===== src/rtl/i2c_cmd_seq_pkg.sv =====
package i2c_cmd_seq_pkg;
   // command word bit positions
   localparam int CB_TX      = 16;
   localparam int CB_MST     = 17;
   localparam int CB_START   = 19;
   localparam int CB_STOP    = 20;
   localparam int CB_HOLD    = 21;
   localparam int CB_NAKLAST = 25;
   localparam int CB_RUN     = 29;

   typedef enum logic [2:0] {
      ST_IDLE,
      ST_START,
      ST_BIT,
      ST_STOP,
      ST_HOLD,
      ST_HALT
   } seq_st_e;
endpackage


===== src/rtl/i2c_seq_phase.sv =====
module i2c_seq_phase #(
   parameter int TICK_DIV = 1
) (
   input  logic       clk,
   input  logic       rst_n,
   input  logic       tick,
   input  logic       clr,
   output logic [1:0] ph,
   output logic       unit_end
);
   logic step;

   generate
      if (TICK_DIV <= 1) begin : g_direct
         assign step = tick;
      end else begin : g_div
         localparam int DW = $clog2(TICK_DIV);
         logic [DW-1:0] div_q;
         always_ff @(posedge clk or negedge rst_n) begin
            if (!rst_n) begin
               div_q <= '0;
            end else if (clr) begin
               div_q <= '0;
            end else if (tick) begin
               div_q <= (div_q == DW'(TICK_DIV - 1)) ? '0 : div_q + 1'b1;
            end
         end
         assign step = tick && (div_q == DW'(TICK_DIV - 1));
      end
   endgenerate

   always_ff @(posedge clk or negedge rst_n) begin
      if (!rst_n) begin
         ph <= 2'd0;
      end else if (clr) begin
         ph <= 2'd0;
      end else if (step) begin
         ph <= ph + 2'd1;
      end
   end

   assign unit_end = step && (ph == 2'd3);
endmodule


===== src/rtl/i2c_seq_dword.sv =====
module i2c_seq_dword #(
   parameter int DATA_W = 32,
   parameter int IDX_W  = 2
) (
   input  logic              clk,
   input  logic              rst_n,
   input  logic              wr_all,
   input  logic [DATA_W-1:0] wdata,
   input  logic              lane_we,
   input  logic [IDX_W-1:0]  lane_sel,
   input  logic [7:0]        lane_d,
   output logic [DATA_W-1:0] q,
   output logic [7:0]        lane_q
);
   localparam int LANES = DATA_W / 8;

   generate
      for (genvar l = 0; l < LANES; l++) begin : g_lane
         always_ff @(posedge clk or negedge rst_n) begin
            if (!rst_n) begin
               q[l*8 +: 8] <= 8'h00;
            end else if (wr_all) begin
               q[l*8 +: 8] <= wdata[l*8 +: 8];
            end else if (lane_we && (lane_sel == IDX_W'(l))) begin
               q[l*8 +: 8] <= lane_d;
            end
         end
      end
   endgenerate

   assign lane_q = q[lane_sel*8 +: 8];
endmodule


===== src/rtl/i2c_cmd_seq.sv =====
module i2c_cmd_seq
   import i2c_cmd_seq_pkg::*;
#(
   parameter int DATA_W   = 32,
   parameter int CNT_W    = 16,
   parameter int TICK_DIV = 1
) (
   input  logic              clk,
   input  logic              rst_n,
   input  logic              tick,
   input  logic              cmd_wr,
   input  logic [31:0]       cmd_wdata,
   input  logic              data_wr,
   input  logic [DATA_W-1:0] data_wdata,
   input  logic              nak_clr,
   input  logic              sda_i,
   output logic              scl_oe,
   output logic              sda_oe,
   output logic              run,
   output logic [DATA_W-1:0] data_rdata,
   output logic              got_nak,
   output logic              noack_irq,
   output logic              mloss_irq,
   output logic              done_irq,
   output logic              bus_busy,
   output logic              clkgen_busy
);
   localparam int LANES = DATA_W / 8;
   localparam int IDX_W = (LANES > 1) ? $clog2(LANES) : 1;

   generate
      if (DATA_W < 8 || (DATA_W % 8) != 0 || (LANES & (LANES - 1)) != 0) begin : g_bad_dw
         $error("DATA_W must be a power-of-two number of bytes");
      end
      if (CNT_W < 1 || CNT_W > 16) begin : g_bad_cnt
         $error("CNT_W must lie in 1..16");
      end
   endgenerate

   seq_st_e            st_q;
   logic [CNT_W-1:0]   cnt_q;
   logic [IDX_W-1:0]   idx_q;
   logic [3:0]         bitn_q;
   logic [7:0]         sh_q;
   logic               f_tx, f_stop, f_naklast;
   logic               run_q, nak_q, noack_q, mloss_q, done_q, busy_q;
   logic [1:0]         ph;
   logic               unit_end;
   logic [7:0]         lane_q;
   logic               bitval, accept, data_bit, nak_hit, loss_hit, fin_now;
   logic               ack_drive, lane_we;
   logic [CNT_W-1:0]   cmd_cnt;
   logic               unused_cmd;

   assign cmd_cnt    = cmd_wdata[CNT_W-1:0];
   assign unused_cmd = ^{cmd_wdata[31:30], cmd_wdata[28:26], cmd_wdata[24:22],
                         cmd_wdata[CB_HOLD], cmd_wdata[18], cmd_wdata[15:CNT_W-1]};

   assign accept   = cmd_wr && cmd_wdata[CB_RUN] && cmd_wdata[CB_MST] &&
                     !run_q && (st_q != ST_HALT);
   assign data_bit = !bitn_q[3];
   assign bitval   = lane_q[3'(~bitn_q[2:0])];
   assign nak_hit  = f_tx && sda_i;
   assign loss_hit = f_tx && bitval && !sda_i;
   assign ack_drive = !(f_naklast && (cnt_q == CNT_W'(1)));
   assign lane_we  = unit_end && (st_q == ST_BIT) && !f_tx && (bitn_q == 4'd7);
   assign fin_now  = !accept && unit_end &&
                     (((st_q == ST_START) && (cnt_q == '0)) ||
                      ((st_q == ST_BIT) && !data_bit && !nak_hit && (cnt_q == CNT_W'(1))));

   i2c_seq_phase #(.TICK_DIV(TICK_DIV)) phase_i (
      .clk(clk), .rst_n(rst_n), .tick(tick), .clr(accept),
      .ph(ph), .unit_end(unit_end)
   );

   i2c_seq_dword #(.DATA_W(DATA_W), .IDX_W(IDX_W)) dword_i (
      .clk(clk), .rst_n(rst_n),
      .wr_all(data_wr && !run_q), .wdata(data_wdata),
      .lane_we(lane_we), .lane_sel(idx_q), .lane_d({sh_q[6:0], sda_i}),
      .q(data_rdata), .lane_q(lane_q)
   );

   always_ff @(posedge clk or negedge rst_n) begin
      if (!rst_n) begin
         st_q      <= ST_IDLE;
         cnt_q     <= '0;
         idx_q     <= '0;
         bitn_q    <= 4'd0;
         sh_q      <= 8'h00;
         f_tx      <= 1'b0;
         f_stop    <= 1'b0;
         f_naklast <= 1'b0;
         run_q     <= 1'b0;
         nak_q     <= 1'b0;
         noack_q   <= 1'b0;
         mloss_q   <= 1'b0;
         done_q    <= 1'b0;
         busy_q    <= 1'b0;
      end else if (accept) begin
         cnt_q     <= cmd_cnt;
         idx_q     <= '0;
         bitn_q    <= 4'd0;
         f_tx      <= cmd_wdata[CB_TX];
         f_stop    <= cmd_wdata[CB_STOP];
         f_naklast <= cmd_wdata[CB_NAKLAST];
         done_q    <= 1'b0;
         mloss_q   <= 1'b0;
         run_q     <= 1'b1;
         if (cmd_wdata[CB_START]) begin
            st_q   <= ST_START;
            busy_q <= 1'b1;
         end else if (cmd_cnt != '0) begin
            st_q <= ST_BIT;
         end else if (cmd_wdata[CB_STOP]) begin
            st_q <= ST_STOP;
         end else begin
            st_q   <= ST_HOLD;
            run_q  <= 1'b0;
            done_q <= 1'b1;
         end
      end else begin
         if (nak_clr) begin
            nak_q   <= 1'b0;
            noack_q <= 1'b0;
            if (st_q == ST_HALT) st_q <= ST_HOLD;
         end
         if (unit_end) begin
            case (st_q)
               ST_START: if (cnt_q != '0) st_q <= ST_BIT;
               ST_BIT: begin
                  if (data_bit) begin
                     if (loss_hit) begin
                        st_q    <= ST_IDLE;
                        run_q   <= 1'b0;
                        busy_q  <= 1'b0;
                        mloss_q <= 1'b1;
                     end else begin
                        bitn_q <= bitn_q + 4'd1;
                        if (!f_tx) sh_q <= {sh_q[6:0], sda_i};
                     end
                  end else if (nak_hit) begin
                     st_q    <= ST_HALT;
                     nak_q   <= 1'b1;
                     noack_q <= 1'b1;
                     run_q   <= 1'b0;
                  end else begin
                     cnt_q  <= cnt_q - CNT_W'(1);
                     idx_q  <= idx_q + IDX_W'(1);
                     bitn_q <= 4'd0;
                  end
               end
               ST_STOP: begin
                  st_q   <= ST_IDLE;
                  busy_q <= 1'b0;
                  run_q  <= 1'b0;
                  done_q <= 1'b1;
               end
               default: ;
            endcase
         end
         if (fin_now) begin
            if (f_stop) begin
               st_q <= ST_STOP;
            end else begin
               st_q   <= ST_HOLD;
               run_q  <= 1'b0;
               done_q <= 1'b1;
            end
         end
      end
   end

   always_comb begin
      scl_oe = 1'b0;
      sda_oe = 1'b0;
      case (st_q)
         ST_START: begin
            scl_oe = (ph == 2'd0) || (ph == 2'd3);
            sda_oe = ph[1];
         end
         ST_BIT: begin
            scl_oe = !ph[1];
            if (data_bit) sda_oe = f_tx ? !bitval : 1'b0;
            else          sda_oe = f_tx ? 1'b0 : ack_drive;
         end
         ST_STOP: begin
            scl_oe = (ph == 2'd0);
            sda_oe = !ph[1];
         end
         ST_HOLD, ST_HALT: scl_oe = 1'b1;
         default: ;
      endcase
   end

   assign run         = run_q;
   assign got_nak     = nak_q;
   assign noack_irq   = noack_q;
   assign mloss_irq   = mloss_q;
   assign done_irq    = done_q;
   assign bus_busy    = busy_q;
   assign clkgen_busy = (st_q == ST_START) || (st_q == ST_BIT) || (st_q == ST_STOP);
endmodule


===== config.mk =====
export PLATFORM = sky130hd
export DESIGN_NAME = i2c_cmd_seq
export DESIGN_NICKNAME = d
export VERILOG_FILES = /design/src/rtl/i2c_cmd_seq_pkg.sv /design/src/rtl/i2c_seq_phase.sv /design/src/rtl/i2c_seq_dword.sv /design/src/rtl/i2c_cmd_seq.sv
export SDC_FILE = /design/constraint.sdc
export NUM_CORES = 1
export LEC_CHECK = 0
export CORE_ASPECT_RATIO = 1.5
export CORE_MARGIN = 1.5
export CORE_UTILIZATION = 30
export DETAILED_ROUTE_END_ITERATION = 8
export PLACE_DENSITY = 0.56
export SLEW_MARGIN = 25
export SYNTH_ARGS = -nofsm -noshare
export SYNTH_HDL_FRONTEND = slang
export SYNTH_HIERARCHICAL = 1
export SYNTH_SLANG_ARGS = --single-unit

===== constraint.sdc =====
create_clock -name clk -period 4.4 [get_ports clk]
set_input_delay 1.32 -clock clk [delete_from_list [all_inputs] [get_ports clk]]
set_output_delay 1.32 -clock clk [all_outputs]
set_load 0.01 [all_outputs]

== Yosys cells after proc, flatten, opt, wreduce, memory -nomap -nowiden ==
Index checks and enable logic that the tools add are counted.

* Add/subtract/negate cells: 4
* $lt $le $gt $ge: 1
* Reduce and logical (&&, ||, !) cells: 57
* Eq/ne operators: 19
* Bitwise logic cells: 5
* Multiplexer cells: 87
* Divide/modulo/power cells: 0
* $mul: 0
* Shift operators: 1

{| class="wikitable"
|+ Operator list
! cell !! number
|-
| $mux W16 || 5
|-
| $mux W8 || 8
|-
| $mux W1 || 42
|-
| $mux W3 || 13
|-
| $reduce_bool A16 Y1 || 2
|-
| $shiftx A32 B6 Y8 || 1
|-
| $mux W4 || 6
|-
| $logic_and A1 B1 Y1 || 23
|-
| $reduce_bool A2 Y1 || 9
|-
| $eq A16 B1 Y1 const B || 1
|-
| $logic_not A16 Y1 || 1
|-
| $sub A16 B1 Y16 const B || 1
|-
| $ne A3 B3 Y1 const B || 5
|-
| $mux W2 || 7
|-
| $reduce_and A4 Y1 || 3
|-
| $pmux W3 S3 || 1
|-
| $logic_not A1 Y1 || 8
|-
| $eq A2 B2 Y1 const B || 3
|-
| $eq A3 B2 Y1 const B || 2
|-
| $eq A3 B3 Y1 const B || 2
|-
| $reduce_and A6 Y1 || 1
|-
| $reduce_and A5 Y1 || 1
|-
| $add A2 B1 Y2 const B || 2
|-
| $add A4 B1 Y4 const B || 1
|-
| other kinds (17) || 26
|}

* Bits in latches: 0
* Bits in read-only memories: 0
* Input port bits: 71
* Memory bits (writable): 0
* Memories kept: 0
* Output and inout port bits: 41
* Flip-flop bits (word level): 75
* Logic and storage cells: 194

== Logic depth before layout (Yosys ltp) ==
* Word-level depth: 12
* Depth in mapped cells: 8
* Gate-level depth less buffers: 7

== Modules after synthesis ==
The synthesis kept the hierarchy.

{| class="wikitable"
|+ Modules (own cells, without submodules)
! module !! sequential area each (um^2) !! area an instance (um^2) !! times used !! cells an instance
|-
| i2c_cmd_seq || 1,026.0 || 2,408.6 || 1 || 266
|-
| i2c_seq_dword || 800.8 || 1,766.7 || 1 || 158
|-
| i2c_seq_phase || 50.0 || 96.3 || 1 || 8
|}

== Least setup slack after synthesis ==
No wires, ideal clock.

* Kind: input to register
* Start: input tick
* End: register dword_i.q[20]
* Data arrival time: 3,439 ps
* Library setup time: 128 ps
* Slack: 834 ps
* Stages: 5
* Buffers on the path: 0
* Required time: 4,272 ps
* Cell sequence: and2_2 > nand3_1 > nor4_1 > a31oi_4 > mux2_1

* Word-level cells in the longest chain between the ends: 6

{| class="wikitable"
|+ Ends and longest elaborated chain
! item !! RTL line !! RTL
|-
| start: declaration || i2c_cmd_seq.sv:10 || <nowiki>input logic tick,</nowiki>
|-
| $logic_and A1 B1 Y1 || i2c_seq_phase.sv:42 || <nowiki>assign unit_end = step && (ph == 2'd3);</nowiki>
|-
| $logic_and A1 B1 Y1 (3 in series) || i2c_cmd_seq.sv:66 || <nowiki>assign lane_we = unit_end && (st_q == ST_BIT) && !f_tx && (bitn_q == 4'd7);</nowiki>
|-
| via lane_we || i2c_cmd_seq.sv:51 || <nowiki>logic ack_drive, lane_we;</nowiki>
|-
| $logic_and A1 B1 Y1 || i2c_seq_dword.sv:24 || <nowiki>end else if (lane_we && (lane_sel == IDX_W'(l))) begin</nowiki>
|-
| $reduce_bool A2 Y1 (no source line) || n/a ||
|-
| end signal: indexed assignment || i2c_seq_dword.sv:23 || <nowiki>q[l*8 +: 8] <= wdata[l*8 +: 8];</nowiki>
|-
| end signal: indexed assignment || i2c_seq_dword.sv:25 || <nowiki>q[l*8 +: 8] <= lane_d;</nowiki>
|-
| end: declaration || i2c_seq_dword.sv:12 || <nowiki>output logic [DATA_W-1:0] q,</nowiki>
|}

The timed path passes the listed nets, and every way through them passes these cells.
A chain may end at the register's enable or synchronous reset.

== Final worst setup path ==
* Start: register cnt_q[3]
* End: output sda_oe

* Word-level cells in the longest chain between the ends: 6

{| class="wikitable"
|+ Ends and longest elaborated chain
! item !! RTL line !! RTL
|-
| start: declaration || i2c_cmd_seq.sv:41 || <nowiki>logic [CNT_W-1:0] cnt_q;</nowiki>
|-
| start signal: assignment || i2c_cmd_seq.sv:100 || <nowiki>cnt_q <= cmd_cnt;</nowiki>
|-
| start signal: assignment || i2c_cmd_seq.sv:147 || <nowiki>cnt_q <= cnt_q - CNT_W'(1);</nowiki>
|-
| $eq A16 B1 Y1 || i2c_cmd_seq.sv:65 || <nowiki>assign ack_drive = !(f_naklast && (cnt_q == CNT_W'(1)));</nowiki>
|-
| $logic_and A1 B1 Y1 || i2c_cmd_seq.sv:65 ||
|-
| $logic_not A1 Y1 || i2c_cmd_seq.sv:65 ||
|-
| $mux W1 || i2c_cmd_seq.sv:184 || <nowiki>else sda_oe = f_tx ? 1'b0 : ack_drive;</nowiki>
|-
| $mux W1 || i2c_cmd_seq.sv:183 || <nowiki>if (data_bit) sda_oe = f_tx ? !bitval : 1'b0;</nowiki>
|-
| $pmux W1 S3 || i2c_cmd_seq.sv:176 || <nowiki>case (st_q)</nowiki>
|-
| end: declaration || i2c_cmd_seq.sv:18 || <nowiki>output logic sda_oe,</nowiki>
|}

No other way between the ends.

==> flow_summary_export.csv <==
group,metric,value,unit
timing,fin_skew,6.045,ps
die,initial_core_util,30.53,%
synth,synthCells,432,
clock_network,cts-root-buf,"clkbuf_16",
timing,slew-limit-headroom,46.55,%
synth,ys_warn_count,6,
route,vias,3563,
synth,async_reset_ff_share,100.0,%
timing,hold_slack,481.9,ps
place,io_buffers,101,
setup_path,worstPathArrival,2920,ps
setup_path,critPathLaunchType,"flop",
run,drv_cap,0,
synth,synth_area,0.004272,mm2
synth,yosysSeqAreaShare,43.94,%
global_route,antenna_found_initial,0,
global_route,grt_pass1_vias,3751,
power,ir_drop,227.6,uV
place,post-dp-hpwl,8482,um
run_status,status,"finished, final reports clean",
timing,worst_pin_slew,800.0,ps
route,initialDrtViolationCount,148,
setup_path,worstSetupPathType,"reg2out",
route,ant_nets,0,
clock_network,htree_levels,3,
clock_network,cts_tree,"built",
clock_network,clkTransAtPathRegs,60,ps
die,coreArea,0.01399,mm2
cells_and_area,area_growth,36.09,%
die,placementRows,53,
synth,ys_types,56,
power,p_leak,2.533,nW
synth,ys_top_cells_by_area,"dfrtp_1 (44%), nand2_1 (8.2%), mux2_2 (7.4%)",
die,die_y,149.1,um
clock_network,ctsHoldBuffers,0,
synth,avgSynthCellArea,9.888,um2
synth,synth_edf_count,0,
timing,finalSetupTns,0,ps
clock_network,clock-sinks,75,
setup_path,required,3080,ps
route,routedWlPerCell,15.79,um
route,drcViolationCount,0,
synth,yosysTopAreaCellShare,43.94,%
clock_network,cts_buffers,9,
timing,fmax,235.9,MHz
route,vias_per_cell,4.894,
hold_path,hold_path_class,"reg2reg",
timing,setup_viol,0,
cells_and_area,n_antenna_cell,0,
global_route,grt_remaining_overflow,0,
synth,synth_ff_type,"dfrtp_1",
global_route,gr-usage-all-layers,16.02,%
synth,synth_nets,509,
timing,hold_viol,0,
die,ios,112,
clock_network,clk_latency,340,ps
cells_and_area,layout.nets,608,
route,dr.pass1.iters,4,
synth,synth_top_cell_by_area,"dfrtp_1",
synth,ys_ff_latch,75,
setup_path,endpoint_kind,"output pin",
cells_and_area,drive_gt1_share,14.18,%
global_route,grt_max_degree,76,
clock_network,post-cts-setup-buffers,0,
timing,rsz0062_at_grt,"no",
timing,slew_violations,0,
timing,period_minus_slack,4238,ps
die,die_w,100.4,um
die,die-area,0.01498,mm2
place,gp_congestion,0.7876,
route,routed_wl,11500,um
timing,fin_crit_sh,96.33,%
power,power_per_cell_area,585.9,mW/mm2
setup_path,path_max_fanout,5,
global_route,grt_first_pass_wirelength,18920,um
clock_network,clockBufferDepth,2,
-- layout by cell type (no fill, tap or decap), drive strengths merged, types with 7 or more instances in the layout --
cell           instances
nor2                  21
mux2i                  7
xnor2                 12
mux4                   8
clkdlybuf4s50        100
nor4                  12
o21ai                 26
inv                   15
nand3                  9
a21oi                 15
dfrtp                 75
mux2                  31
nand2                 93
buf                    7
nand2b                 9
clkbuf                12
a21o                  10
-- synth_stat cells (3+ instances only) --
master and number:
o22ai_1 3, inv_1 13, buf_2 6, xor2_1 6, xnor2_1 12, o31ai_1 3
a21o_1 10, nand2b_1 9, mux2i_1 7, mux2_1 3, nor3_1 6, mux2_2 28
o21ai_0 25, a21oi_1 15, a31oi_4 4, dfrtp_1 75, nand2_1 93, nor4_1 9
nand3_1 9, clkbuf_1 7, buf_6 3, nor2_1 21, mux4_2 6, ha_1 6
nor2b_1 6, nand4_1 5
-- timing repair --
| action | CTS | global route |
|---|---|---|
| hold endpoints to repair | 0 | 0 |
| endpoints found under the setup margin | 0 | 1 |
| gates resized for setup | 0 | 3 |
-- flip-flops by register name (all words and copies together) (netlist names), 2 cells and up --
name        flops
dword_i/q      32
cnt_q          16
sh_q            7
bitn_q          4
st_q            3
idx_q           2
phase_i/ph      2
-- final cells by class --
cell class	instances	area (um2)
clock inverter	4	72.57
fill	1377	8179
tap	192	240.2
sequential	75	1879
multi-input combinational	323	2247
timing repair buffer	107	1061
inverter	15	56.30
clock buffer	12	256.5
-- report_power, final --
part / internal (W) / switching [W] / leakage, nW / total [W]
Combinational: 0.000737 / 0.000605 / 1.40 / 0.00134
Sequential: 0.000951 / 0.000293 / 0.976 / 0.00124
Clock: 0.000527 / 0.000293 / 0.159 / 0.000820
Total: 0.00222 / 0.00119 / 2.53 / 0.00341
-- through the flow --
stage          instances  util [%]  power (W)  worst slack [ps]  cell area (um2)
6_report             728     41.55   0.003406             161.7             5813
5_1_grt              728     41.55   0.003630             43.76             5813
4_1_cts              728     41.47   0.003447             138.1             5803
3_5_place_dp         712     39.12   0.002608             518.1             5474
3_3_place_gp         712     39.12   0.002573             523.2             5474
2_1_floorplan        432         -   0.002003             833.9             4272
-- path summary, 6_finish.rpt --
| check | start | to | slack [ps] | cells after the start |
|---|---|---|---|---|
| hold / removal | got_nak$_DFFE_PN0N_ | got_nak$_DFFE_PN0N_ | 480 | 2 |
| min in group asynchronous | rst_n | cnt_q[11]$_DFFE_PN0P_ | 1010 | 1 |
| max in group asynchronous | rst_n | idx_q[0]$_DFFE_PN0P_ | 2870 | 1 |
| hold reg to reg | got_nak$_DFFE_PN0N_ | got_nak$_DFFE_PN0N_ | 480 | 2 |
| setup reg to reg | phase_i/ph[1]$_DFFE_PN0P_ | st_q[1]$_DFF_PN0_ | 2090 | 7 |
| setup / recovery | cnt_q[3]$_DFFE_PN0P_ | sda_oe | 160 | 6 |
-- kinds of logic (layout without fill, tap and decap cells) --
logic type                 after synthesis  after routing  share of synthesized area, %
and+or+nand+nor                        178            178                         20.21
adders and majority gates                6              6                         1.757
buffers and inverters                   34            138                         3.779
DFF                                     75             75                         43.94
xor gates and xnor gates                18             18                         3.691
AOI/OAI and AO/OA                       75             75                         12.42
muxes                                   46             46                         14.21
-- critical path: stages (launching register included) --
cell	delay, ps
dfrtp_1	420
or4_1	640
nor4_2	460
a211oi_1	130
a311oi_1	300
o22ai_1	130
clkdlybuf4s50_1	490
-- routing by layer --
| metal | vias up | wire length, um | part of all wire [%] | GRT usage (%) |
|---|---|---|---|---|
| met2 | 110 | 5745 | 50 | 27.38 |
| li1 | 1717 | - | - | - |
| met5 | - | 0 | 0 | 0 |
| met3 | 19 | 605 | 5.3 | 3.843 |
| met1 | 1717 | 4899 | 43 | 19.58 |
| met4 | 0 | 247 | 2.1 | 5.634 |
Power figures use the tool's default switching activity.
